--- src/rtl/spi_baud_pkg.sv ---
// Package: shared sizes and the divisor rule for the SPI master engine.
// Assumes a 7-bit baud value; the divisor rule clamps small values to 4.
package spi_baud_pkg;
    localparam int BAUD_W  = 7;
    localparam int DIV_W   = BAUD_W + 1;
    localparam int MIN_DIV = 4;

    // Serial clock period in system clocks for a given baud value.
    function automatic logic [DIV_W-1:0] div_of(input logic [BAUD_W-1:0] baud);
        logic [DIV_W-1:0] n;
        n = DIV_W'(baud) + DIV_W'(1);
        if (n < DIV_W'(MIN_DIV))
            n = DIV_W'(MIN_DIV);
        return n;
    endfunction
endpackage

--- src/rtl/spi_clk_div.sv ---
// Module: spi_clk_div
// Counts system clocks within one serial clock period. It reports the end of
// the away-from-idle half (inactive edge due) and the end of the idle half
// (period complete). The away half is floor(N/2) and the idle half ceil(N/2).
// Assumes baud_i is held stable while run_i is high.
module spi_clk_div
    import spi_baud_pkg::*;
(
    input  logic              clk,
    input  logic              rst_n,
    input  logic              load_i,
    input  logic              run_i,
    input  logic [BAUD_W-1:0] baud_i,
    output logic              off_stb_o,
    output logic              end_stb_o
);
    localparam int CNT_W = DIV_W - 1;

    logic [DIV_W-1:0] div_n;
    logic [CNT_W-1:0] half_away;
    logic [CNT_W-1:0] half_idle;
    logic [CNT_W-1:0] cnt_q;
    logic             away_q;

    // Derive both half lengths from the divisor.
    always_comb begin
        div_n     = div_of(baud_i);
        half_away = CNT_W'(div_n >> 1);
        half_idle = CNT_W'(div_n - DIV_W'(half_away));
    end

    assign off_stb_o = run_i &&  away_q && (cnt_q == half_away - CNT_W'(1));
    assign end_stb_o = run_i && !away_q && (cnt_q == half_idle - CNT_W'(1));

    // Advance the in-half counter and flip the half at each boundary.
    always_ff @(posedge clk) begin
        if (!rst_n) begin
            cnt_q  <= '0;
            away_q <= 1'b0;
        end else if (load_i) begin
            cnt_q  <= '0;
            away_q <= 1'b1;
        end else if (run_i) begin
            if (off_stb_o) begin
                cnt_q  <= '0;
                away_q <= 1'b0;
            end else if (end_stb_o) begin
                cnt_q  <= '0;
                away_q <= 1'b1;
            end else begin
                cnt_q  <= cnt_q + CNT_W'(1);
            end
        end
    end

    AST_CNT_IN_HALF: assert property (@(posedge clk) disable iff (!rst_n)
        run_i |-> (cnt_q < (away_q ? half_away : half_idle)));
    AST_AWAY_NOT_LONGER: assert property (@(posedge clk) disable iff (!rst_n)
        run_i |-> (half_away <= half_idle));
endmodule

--- src/rtl/spi_shift_unit.sv ---
// Module: spi_shift_unit
// Transmit and receive shift registers. On load it aligns the word so that
// its top valid bit appears on mosi at once. Each shift presents the next bit.
// Each sample moves miso in at the low end.
// Assumes load, shift and sample are never asserted in the same cycle.
module spi_shift_unit #(
    parameter int MAXW  = 16,
    parameter int LEN_W = $clog2(MAXW)
) (
    input  logic             clk,
    input  logic             rst_n,
    input  logic             load_i,
    input  logic [LEN_W-1:0] len_m1_i,
    input  logic [MAXW-1:0]  tx_word_i,
    input  logic             shift_i,
    input  logic             sample_i,
    input  logic             miso_i,
    output logic             mosi_o,
    output logic [MAXW-1:0]  rx_sr_o
);
    logic [MAXW-1:0] aligned;
    logic [MAXW-1:0] tx_sr_q;
    logic            mosi_q;

    // Left-justify the transmit word according to its length.
    always_comb begin
        aligned = tx_word_i << (LEN_W'(MAXW - 1) - len_m1_i);
    end

    // Move transmit bits out, MSB first, one per active edge.
    always_ff @(posedge clk) begin
        if (!rst_n) begin
            tx_sr_q <= '0;
            mosi_q  <= 1'b0;
        end else if (load_i) begin
            mosi_q  <= aligned[MAXW-1];
            tx_sr_q <= aligned << 1;
        end else if (shift_i) begin
            mosi_q  <= tx_sr_q[MAXW-1];
            tx_sr_q <= tx_sr_q << 1;
        end
    end

    // Collect receive bits into the low end, one per inactive edge.
    always_ff @(posedge clk) begin
        if (!rst_n)
            rx_sr_o <= '0;
        else if (load_i)
            rx_sr_o <= '0;
        else if (sample_i)
            rx_sr_o <= {rx_sr_o[MAXW-2:0], miso_i};
    end

    assign mosi_o = mosi_q;

    AST_NO_LOAD_AND_SHIFT: assert property (@(posedge clk) disable iff (!rst_n)
        !(load_i && (shift_i || sample_i)));
endmodule

--- src/rtl/spi_baud_master.sv ---
// Module: spi_baud_master (top)
// SPI master with non-delayed phase timing. A start strobe captures the
// configuration. The engine then drives a registered serial clock and shifts
// a word out while capturing one in, and pulses done at the last capture.
// Assumes miso_i is synchronous to clk.
module spi_baud_master
    import spi_baud_pkg::*;
#(
    parameter int MAXW  = 16,
    parameter int LEN_W = $clog2(MAXW)
) (
    input  logic              clk,
    input  logic              rst_n,
    input  logic              master_en_i,
    input  logic              delay_phase_i,
    input  logic [BAUD_W-1:0] baud_i,
    input  logic              cpol_i,
    input  logic [LEN_W-1:0]  len_m1_i,
    input  logic              start_i,
    input  logic [MAXW-1:0]   tx_word_i,
    input  logic              miso_i,
    output logic              sclk_o,
    output logic              mosi_o,
    output logic [MAXW-1:0]   rx_word_o,
    output logic              done_o
);
    logic              busy_q;
    logic [BAUD_W-1:0] baud_l;
    logic              cpol_l;
    logic [LEN_W-1:0]  bits_left_q;
    logic              sclk_q;
    logic              done_q;
    logic [MAXW-1:0]   rx_q;
    logic              accept;
    logic              last_bit;
    logic              off_stb;
    logic              end_stb;
    logic [MAXW-1:0]   rx_sr;

    assign accept   = start_i && !busy_q && master_en_i && !delay_phase_i;
    assign last_bit = (bits_left_q == '0);

    spi_clk_div u_div (
        .clk       (clk),
        .rst_n     (rst_n),
        .load_i    (accept),
        .run_i     (busy_q),
        .baud_i    (baud_l),
        .off_stb_o (off_stb),
        .end_stb_o (end_stb)
    );

    spi_shift_unit #(.MAXW(MAXW), .LEN_W(LEN_W)) u_shift (
        .clk       (clk),
        .rst_n     (rst_n),
        .load_i    (accept),
        .len_m1_i  (len_m1_i),
        .tx_word_i (tx_word_i),
        .shift_i   (end_stb && !last_bit),
        .sample_i  (off_stb),
        .miso_i    (miso_i),
        .mosi_o    (mosi_o),
        .rx_sr_o   (rx_sr)
    );

    // Transfer control: capture config, drive sclk edges, finish the word.
    always_ff @(posedge clk) begin
        if (!rst_n) begin
            busy_q      <= 1'b0;
            baud_l      <= '0;
            cpol_l      <= 1'b0;
            bits_left_q <= '0;
            sclk_q      <= 1'b0;
            done_q      <= 1'b0;
            rx_q        <= '0;
        end else begin
            done_q <= 1'b0;
            if (accept) begin
                busy_q      <= 1'b1;
                baud_l      <= baud_i;
                cpol_l      <= cpol_i;
                bits_left_q <= len_m1_i;
                sclk_q      <= ~cpol_i;
            end else if (busy_q) begin
                if (off_stb) begin
                    sclk_q <= cpol_l;
                    if (last_bit) begin
                        done_q <= 1'b1;
                        rx_q   <= {rx_sr[MAXW-2:0], miso_i};
                    end
                end else if (end_stb) begin
                    if (last_bit) begin
                        busy_q <= 1'b0;
                    end else begin
                        bits_left_q <= bits_left_q - LEN_W'(1);
                        sclk_q      <= ~cpol_l;
                    end
                end
            end
        end
    end

    assign sclk_o    = sclk_q;
    assign done_o    = done_q;
    assign rx_word_o = rx_q;

    AST_DONE_SINGLE: assert property (@(posedge clk) disable iff (!rst_n)
        done_q |=> !done_q);
    AST_DONE_AT_IDLE: assert property (@(posedge clk) disable iff (!rst_n)
        done_q |-> (sclk_q == cpol_l));
    AST_IDLE_LEVEL: assert property (@(posedge clk) disable iff (!rst_n)
        !busy_q |-> (sclk_q == cpol_l));
    AST_MOSI_ON_ACTIVE: assert property (@(posedge clk) disable iff (!rst_n)
        !$stable(mosi_o) |-> (sclk_q != cpol_l));
    AST_CFG_HELD: assert property (@(posedge clk) disable iff (!rst_n)
        (busy_q && $past(busy_q)) |-> ($stable(baud_l) && $stable(cpol_l)));
    AST_NO_START_OFF: assert property (@(posedge clk) disable iff (!rst_n)
        (!busy_q && !(master_en_i && !delay_phase_i)) |=> !busy_q);
endmodule

--- config.mk ---
export PLATFORM = sky130hd
export DESIGN_NAME = spi_baud_master
export DESIGN_NICKNAME = d
export VERILOG_FILES = /design/src/rtl/spi_baud_pkg.sv /design/src/rtl/spi_clk_div.sv /design/src/rtl/spi_shift_unit.sv /design/src/rtl/spi_baud_master.sv
export SDC_FILE = /design/constraint.sdc
export NUM_CORES = 1
export LEC_CHECK = 0
export BUFFER_PORTS_ARGS = -buffer_cell sky130_fd_sc_hd__clkbuf_2
export CAP_MARGIN = 20
export CORE_UTILIZATION = 59
export DETAILED_ROUTE_END_ITERATION = 10
export PLACE_DENSITY = 0.92
export SLEW_MARGIN = 20
export SYNTH_ARGS = -nofsm -noshare
export SYNTH_HDL_FRONTEND = slang
export SYNTH_SLANG_ARGS = --single-unit
--- constraint.sdc ---
create_clock -name clk -period 5.8 [get_ports clk]
set_input_delay 1.16 -clock clk [delete_from_list [all_inputs] [get_ports clk]]
set_output_delay 1.16 -clock clk [all_outputs]
set_load 0.02 [all_outputs]
==> results of run 1 <==
## worst max-delay path, delay by kind of cell, from the launching register on
| kind | cells | cell delay (ps) |
|---|---|---|
| xor gates and xnor gates | 2 | 370 |
| and+or+nand+nor | 7 | 1840 |
| adders and majority gates | 2 | 620 |
| AOI/OAI and AO/OA | 4 | 1070 |
| muxes | 2 | 670 |
| DFF | 1 | 480 |
## state kept, by name, summed over array words and instances (netlist names)
register         cells
baud_l               7
bits_left_q          4
busy_q               1
cpol_l               1
done_o               1
rx_word_o           16
sclk_o               1
u_div.away_q         1
u_div.cnt_q          7
u_shift.mosi_o       1
u_shift.rx_sr_o     15
u_shift.tx_sr_q     15
## per-layer routing
metal / GRT usage [%] / wire length (um) / vias up
li1: - / - / 1761
met1: 33.7 / 4360 / 1750
met2: 44.6 / 4480 / 100
met3: 5.40 / 413 / 23
met4: 11.2 / 227 / 0
met5: 0 / 0 / -
## path summary, 6_finish.rpt
kind | end | slack (ps) | startpoint | depth (start not counted)
worst max register to register | bits_left_q[3] | 630 | baud_l[3] | 17
worst min-delay path | u_shift.tx_sr_q[12] | 490 | u_shift.tx_sr_q[12] | 2
worst max-delay path | bits_left_q[3] | 630 | baud_l[3] | 17
worst min register to register | u_shift.tx_sr_q[12] | 490 | u_shift.tx_sr_q[12] | 2
## layout make-up
class | instances | area share [%]
well taps | 96 | 2.52
repair buffers | 56 | 6.50
inverters | 14 | 1.10
clock buffers | 9 | 2.60
multi-input cells | 366 | 56.6
flip-flops and latches | 70 | 29.4
clock inverters | 7 | 1.36
## placed cells by master (no fill, tap or decap), types with 5 or more instances in the layout
cell type                  count
sky130_fd_sc_hd__a211oi_1     16
sky130_fd_sc_hd__a21oi_1      23
sky130_fd_sc_hd__clkbuf_2     52
sky130_fd_sc_hd__clkbuf_8      9
sky130_fd_sc_hd__dfxtp_1      70
sky130_fd_sc_hd__ha_1         17
sky130_fd_sc_hd__inv_1        12
sky130_fd_sc_hd__mux2_2       11
sky130_fd_sc_hd__mux2i_1      55
sky130_fd_sc_hd__nand2_1      46
sky130_fd_sc_hd__nand3_1       6
sky130_fd_sc_hd__nand4_1       5
sky130_fd_sc_hd__nor2_1       62
sky130_fd_sc_hd__nor2_2        7
sky130_fd_sc_hd__nor2b_1      10
sky130_fd_sc_hd__o21ai_0      11
sky130_fd_sc_hd__xnor2_1      14
sky130_fd_sc_hd__xor2_1       14
## power groups by stage
stage / clock [mW] / sequential, mW / combinational [mW]
after floorplan: 0 / 0.507 / 0.131
after global placement: 0 / 0.509 / 0.165
after detailed placement: 0 / 0.510 / 0.173
after CTS: 0.381 / 0.499 / 0.174
after global routing: 0.409 / 0.500 / 0.195
final: 0.378 / 0.499 / 0.176
## logic make-up (layout without fill, tap and decap cells)
group / count (synthesis) / after routing / share of synthesized area [%]
fa+ha+maj: 18 / 18 / 5.42
mux: 71 / 71 / 18.2
buf+inv: 44 / 86 / 5.01
flops: 70 / 70 / 32.6
xor+xnor: 29 / 29 / 6.26
simple gates: 166 / 166 / 18.7
compound gates: 82 / 82 / 13.8
## metrics by stage
stage | utilization (%) | hold slack (ps) | worst slack (ps)
final | 69.1 | 490 | 630
after global placement | 66.0 | 458 | 978
after CTS | 69.1 | 493 | 653
after detailed placement | 66.4 | 480 | 735
after global routing | 69.1 | 511 | 183
after floorplan | - | 450 | 1390
==> run summary, run 1 <==
The flow ran to the end, and the final reports show no timing, DRC or antenna violations. The wire length of the first global-routing pass is between 15000 and 20000 um. The maximum cell stage delay along the critical path came out at 490 ps. Setup repair after global routing left no endpoint under its margin.

The area after detailed placement is about 4600 um2. The total I/O pin count came out at 53. The layout has 546 filler cells.

The internal power of the cells totals approximately 0.73 mW. Clock tree synthesis selected as its root buffer the cell sky130_fd_sc_hd__clkbuf_8. The post-route fraction of the period consumed by the critical path is 89.1%. The worst setup path is of the register to register kind. At the end of routability-driven placement, the weighted congestion stood at 0.905. Timing would allow up to 193 MHz.

The sum of negative setup slack is 0 ps. In the synthesized netlist the dominant register cell turns out to be sky130_fd_sc_hd__dfxtp_1. The via count normalized by instance count is between 5 and 6.

The post-synthesis register bit count is 70. The number of global-route vias before repair is 3542. The floorplan step set the die width to 87.3 um. In this run the power density over the cells is 221 nW/um2.

The critical path goes through and4_1, nand2_1, xor2_1, ha_1, nand2_1, mux2_4, nor4_2, o21ba_2, ha_1, nand2b_1, a221oi_1, mux2_2, a211oi_1, nand3_2, nor4_1, xnor2_1, a211oi_1. The synthesized design contains 0 enable-type register cells. The sequential cell area is 1400 um2.

The transition time at the pin with the least slew margin is around 1100 ps. The switching part of the total power came out at 30.4%. The final-report hold violation count is 0. The number of max-cap violations is 0. The clock power share came out at 35.9%. In this run, the number of DRC markers left after iteration 0 of detailed routing was about 240. The H-tree depth came out at 3. The net switching power of the design came out at around 0.32 mW.

The die area came out at 7620 um2. The post-CTS resize count came out at 0. The critical-path maximum fanout came out at 18.

The synthesis-to-layout area growth came out at 11.2%. The number of warnings issued by yosys came out at 0. The multi-input logic area is 2700 um2. The count of cell types in the netlist is 64.

The startpoint class of the critical path is a register. Per report_power, the sequential group accounts for 47.4% of the total. The number of post-CTS setup repair buffers came out at 0. The clock passes through at most 2 buffers. Clock-pin slew was measured on the worst setup and hold paths at roughly 80 ps. The endpoint type of the worst setup path is a register. The count of port buffers added during placement is between 50 and 60. The final max-slew violation count is 0. The final cell count without fillers came out at approximately 620.

The worst path needs 5170 ps of the cycle, external delays included. The clock arrives with 12.1 ps of skew. The gate count of the mapped netlist is 480. The post-route DRC violation count came out at 0.

Global routing used between 20% and 30% of the available tracks across all layers. In the post-synthesis netlist, the cell with the most instances is sky130_fd_sc_hd__dfxtp_1. The starting density of the core came out at 62.2%.

The detailed-router iteration count before antenna repair came out at 4. Dividing the detail-routed wire length by the instance count gives 15.3 um. The antenna diode count came out at 0. Including well taps, the total number of placed cells is 602.

The biggest area consumer among synthesized cells is sky130_fd_sc_hd__dfxtp_1. The headroom to the max-slew limit came out at 28.3%. The share of power burned in combinational logic came out at about 17%. For the worst setup path, the data required time is 6070 ps. The latest clock arrival within the worst-skew pair is about 360 ps. The post-synthesis async set-or-reset flop share is 0%. The average cell area after synthesis is 8.95 um2. The total power is 1.05 mW. In this run the worst hold path is classified as register to register. The leakage power figure is 1.92 nW.

The post-route cell area is 4770 um2. Counting every sink on the clock net gives 70. The total nets after synthesis is 532.

TritonCTS built the clock tree. The overall via count from detail_route is 3634. The sum of routed wire length over all layers is 9480 um.

By area the synthesized netlist is led by sky130_fd_sc_hd__dfxtp_1 33%, sky130_fd_sc_hd__mux2i_1 13%, sky130_fd_sc_hd__nor2_1 5.4%. For this run the aggregate overflow at the end of global routing stands at 0. The slowest stage of the critical path belongs to the cell sky130_fd_sc_hd__nand3_2. The remaining antenna violation count is 0. The combined area of all synthesized cells came out at 4290 um2. At the end of the flow, the number of nets in the layout was about 570. The height of the die is 87.3 um.

The number of antenna violations at the first check in global routing is 0. The sum of net half-perimeters after detailed placement came out at a little under 7000 um. Data on the critical path arrives at its endpoint at 5440 ps. The core region is 6910 um2.

The maximum number of pins on one net before global-route repair came out at 35. TritonCTS created 9 clock buffers. In this run the biggest area consumer among cell types represents 32.6% of the synthesized area.

The maximum vdd ir drop came out at 197 uV. In this run the core area contains 30 standard-cell rows. The number of buffers inserted for hold repair after clock tree synthesis came out at 0. By count the netlist is led by 70 x sky130_fd_sc_hd__dfxtp_1, 62 x sky130_fd_sc_hd__nor2_1, 55 x sky130_fd_sc_hd__mux2i_1.

The final setup violation count came out at 0. The fraction of final layout cells sized beyond drive strength 1 came out at 21.6%. The register area share after synthesis came out at 32.6%.
(Power assumes the default switching activity.)
==> run 2: changes to the inputs <==
--- a/config.mk
+++ b/config.mk
@@ -9,7 +9,7 @@
 export CAP_MARGIN = 20
 export CORE_UTILIZATION = 59
 export DETAILED_ROUTE_END_ITERATION = 10
-export PLACE_DENSITY = 0.92
+export PLACE_DENSITY = 0.8
 export SLEW_MARGIN = 20
 export SYNTH_ARGS = -nofsm -noshare
 export SYNTH_HDL_FRONTEND = slang
==> run 2 against run 1 <==
Die area unchanged. Power increased by 6.3%. Maximum frequency increased by 0.71%. Setup slack improved by 37 ps.
==> run summary, run 2 (synthesis gave the netlist of run 1 again) <==
The sum of net half-perimeters after detailed placement came out at 6530 um (-5.2%). The count of port buffers added during placement came out at 52 (unchanged). The global-route congestion overflow total came out at 0 (unchanged). The number of buffers inserted for hold repair after clock tree synthesis came to 0 (unchanged). The final setup violation count came out at 0 (unchanged).

The worst setup path is launched from a register. The largest individual stage delay along the critical path comes from the cell sky130_fd_sc_hd__nand3_2. The arrival time reported for the critical path endpoint is 5390 ps (-50 ps). The antenna diode count came out at 0 (unchanged). The latest clock arrival within the worst-skew pair is 340 ps (-20 ps). The TritonCTS buffer count is 9 (unchanged).

The number of global-route vias before repair came out at 3356 (-5.3%). The maximum number of pins on one net before global-route repair came out at 35 (unchanged). The final cell count without fillers was 618 (unchanged).

The number of sinks driven by the clock tree was 70 (unchanged). Traced cell by cell, the critical path runs through ha_1, nand2_1, xor2_1, ha_1, nand2b_1, mux2_4, nor4_2, o21ba_2, ha_1, nand2b_1, a221oi_1, mux2_2, a211oi_1, nand3_2, nor4_1, xnor2_1, a211oi_1. The sum of routed wire length over all layers is 9090 um (-4.1%).

The maximum cell stage delay along the critical path came to 490 ps (about the same). The critical path class is register to register. The final critical-path required period came out at 5130 ps (-36.6 ps). The headroom to the max-slew limit is 24.9% (-3.4 points). The sum of negative setup slack came out at 0 ps (unchanged). The cell total after placement was 602 (unchanged). The core area is 6910 um2 (unchanged). In this design, the largest share of critical-path delay is due to simple AND/OR/NAND/NOR gates. The number of fill cells in the layout came out at 576 (+5.5%). The number of post-CTS setup repair buffers was 0 (unchanged). The average routed wire per standard cell is 14.7 um (-4.1%). The final core area utilization was 69.7% (+0.56 points).

CTS placed an instance of sky130_fd_sc_hd__clkbuf_8 at the clock tree root. The post-route fraction of the period consumed by the critical path is 88.5% (-0.63 points). The floorplan die width is 87.3 um (unchanged). In the layout the commonest cells are 70 x sky130_fd_sc_hd__dfxtp_1, 62 x sky130_fd_sc_hd__nor2_1, 55 x sky130_fd_sc_hd__mux2i_1. The detailed-router iteration count before antenna repair came to 4 (unchanged). The worst clock skew came out at 7.99 ps (-4.07 ps). The final weighted congestion in routability-driven placement is 0.874 (-3.5%).

The critical path's most frequent cell is sky130_fd_sc_hd__ha_1. The post-CTS resize count came out at 0 (unchanged). The starting density of the core is 62.2% (unchanged). The via count normalized by instance count came to 5.70 (-3.1%). The worst hold path belongs to the class register to register. The overall track demand over capacity in global routing was 25.5% (-1.2 points). The endpoint type of the worst setup path is a register.

The H-tree depth is 3 (unchanged). Leaving out fill and tap cells, the most frequent cell in the layout is sky130_fd_sc_hd__dfxtp_1. The final-report hold violation count is 0 (unchanged). The maximum vdd ir drop is 179 uV (-9.0%). The wire length of the first global-routing pass is 15300 um (-4.6%). The final max-slew violation count came out at 0 (unchanged). The number of DRC markers after the initial detailed-route iteration is 133 (-44%). The final-stage net count came out at 569 (unchanged). The height of the die came out at 87.3 um (unchanged).

The number of antenna violations at the first check in global routing is 0 (unchanged). TritonCTS built the clock tree. The site row count came out at 30 (unchanged). The clock-pin transition on the worst setup and hold timing paths is 80 ps (about the same). The data required time at the worst endpoint came out at 6050 ps (-20 ps). The buffers plus inverters on the worst setup path came out at 0 (unchanged). The die area is 7620 um2 (unchanged). The transition time at the pin with the least slew margin was 1120 ps (+50.3 ps). The synthesis-to-layout area growth is 12.1%. The overall via count from detail_route came out at 3521 (-3.1%). The post-route DRC violation count came out at 0 (unchanged). The fraction of final layout cells sized beyond drive strength 1 is 21.6% (unchanged). The maximum operating frequency came out at 195 MHz (+0.71%).

The remaining antenna violation count came out at 0 (unchanged). The maximum number of buffers from clock root to sink is 2 (unchanged). The critical-path maximum fanout came out at 18 (unchanged).

The run finished with clean final reports. The number of max-cap violations is 0 (unchanged). The total I/O pin count came to 53 (unchanged). Setup repair after global routing left no endpoint under its margin. The power per cell area came out at 233 nW/um2 (+5.5%). The number of flip-flops under the largest register name is 16 (unchanged).

The leakage power figure is 1.93 nW (+1.0%).
==> run 2: cell count changes in the layout (fill, tap and decap cells not counted) <==
cell                         delta
sky130_fd_sc_hd__inv_6          -1
sky130_fd_sc_hd__inv_8          -2
sky130_fd_sc_hd__bufinv_16      +2
sky130_fd_sc_hd__clkinvlp_4     -1
sky130_fd_sc_hd__clkinv_4       +2
==> run 2: layout make-up <==
| cell class | count | area (um2) | share of cell area (%) |
|---|---|---|---|
| clock buffer | 9 | 124 | 2.57 |
| clock inverter | 7 | 104 | 2.16 |
| inverter | 14 | 52.6 | 1.09 |
| tap | 96 | 120 | 2.50 |
| sequential | 70 | 1400 | 29.1 |
| timing repair buffer | 56 | 310 | 6.45 |
| multi-input combinational | 366 | 2700 | 56.1 |
==> run 2: final timing paths <==
check	startpoint	endpoint	slack, ps	depth (start not counted)
setup / recovery	baud_l[0]	bits_left_q[3]	670	17
hold / removal	u_shift.tx_sr_q[11]	u_shift.tx_sr_q[11]	490	2
setup reg to reg	baud_l[0]	bits_left_q[3]	670	17
hold reg to reg	u_shift.tx_sr_q[11]	u_shift.tx_sr_q[11]	490	2
==> run 2: metal layers <==
metal  vias to the layer above  wire, um  global-route usage [%]
li1                       1762         -                       -
met1                      1659      4170                    33.5
met3                        12       423                    5.40
met5                         -         0                       0
met2                        88      4350                    41.1
met4                         0       150                    10.1
==> run 2: tightest hold or removal path, delay by kind of cell (launching register included) <==
kind | cells | cell delay, ps
DFF | 1 | 320
AOI/OAI and AO/OA | 1 | 70
and+or+nand+nor | 1 | 50
==> run 2: through the flow <==
stage	power (mW)	cell area, um2	setup WS, ps	hold slack, ps
2_1_floorplan	0.638	4290	1390	450
3_3_place_gp	0.674	4560	952	458
3_5_place_dp	0.682	4580	768	482
4_1_cts	1.13	4810	692	494
5_1_grt	1.17	4810	257	509
6_report	1.12	4810	667	492
==> run 2: power by group <==
| part | internal [mW] | total [mW] | switching (mW) |
|---|---|---|---|
| logic | 0.0780 | 0.174 | 0.0963 |
| clock network | 0.247 | 0.447 | 0.199 |
| registers | 0.489 | 0.498 | 0.00926 |
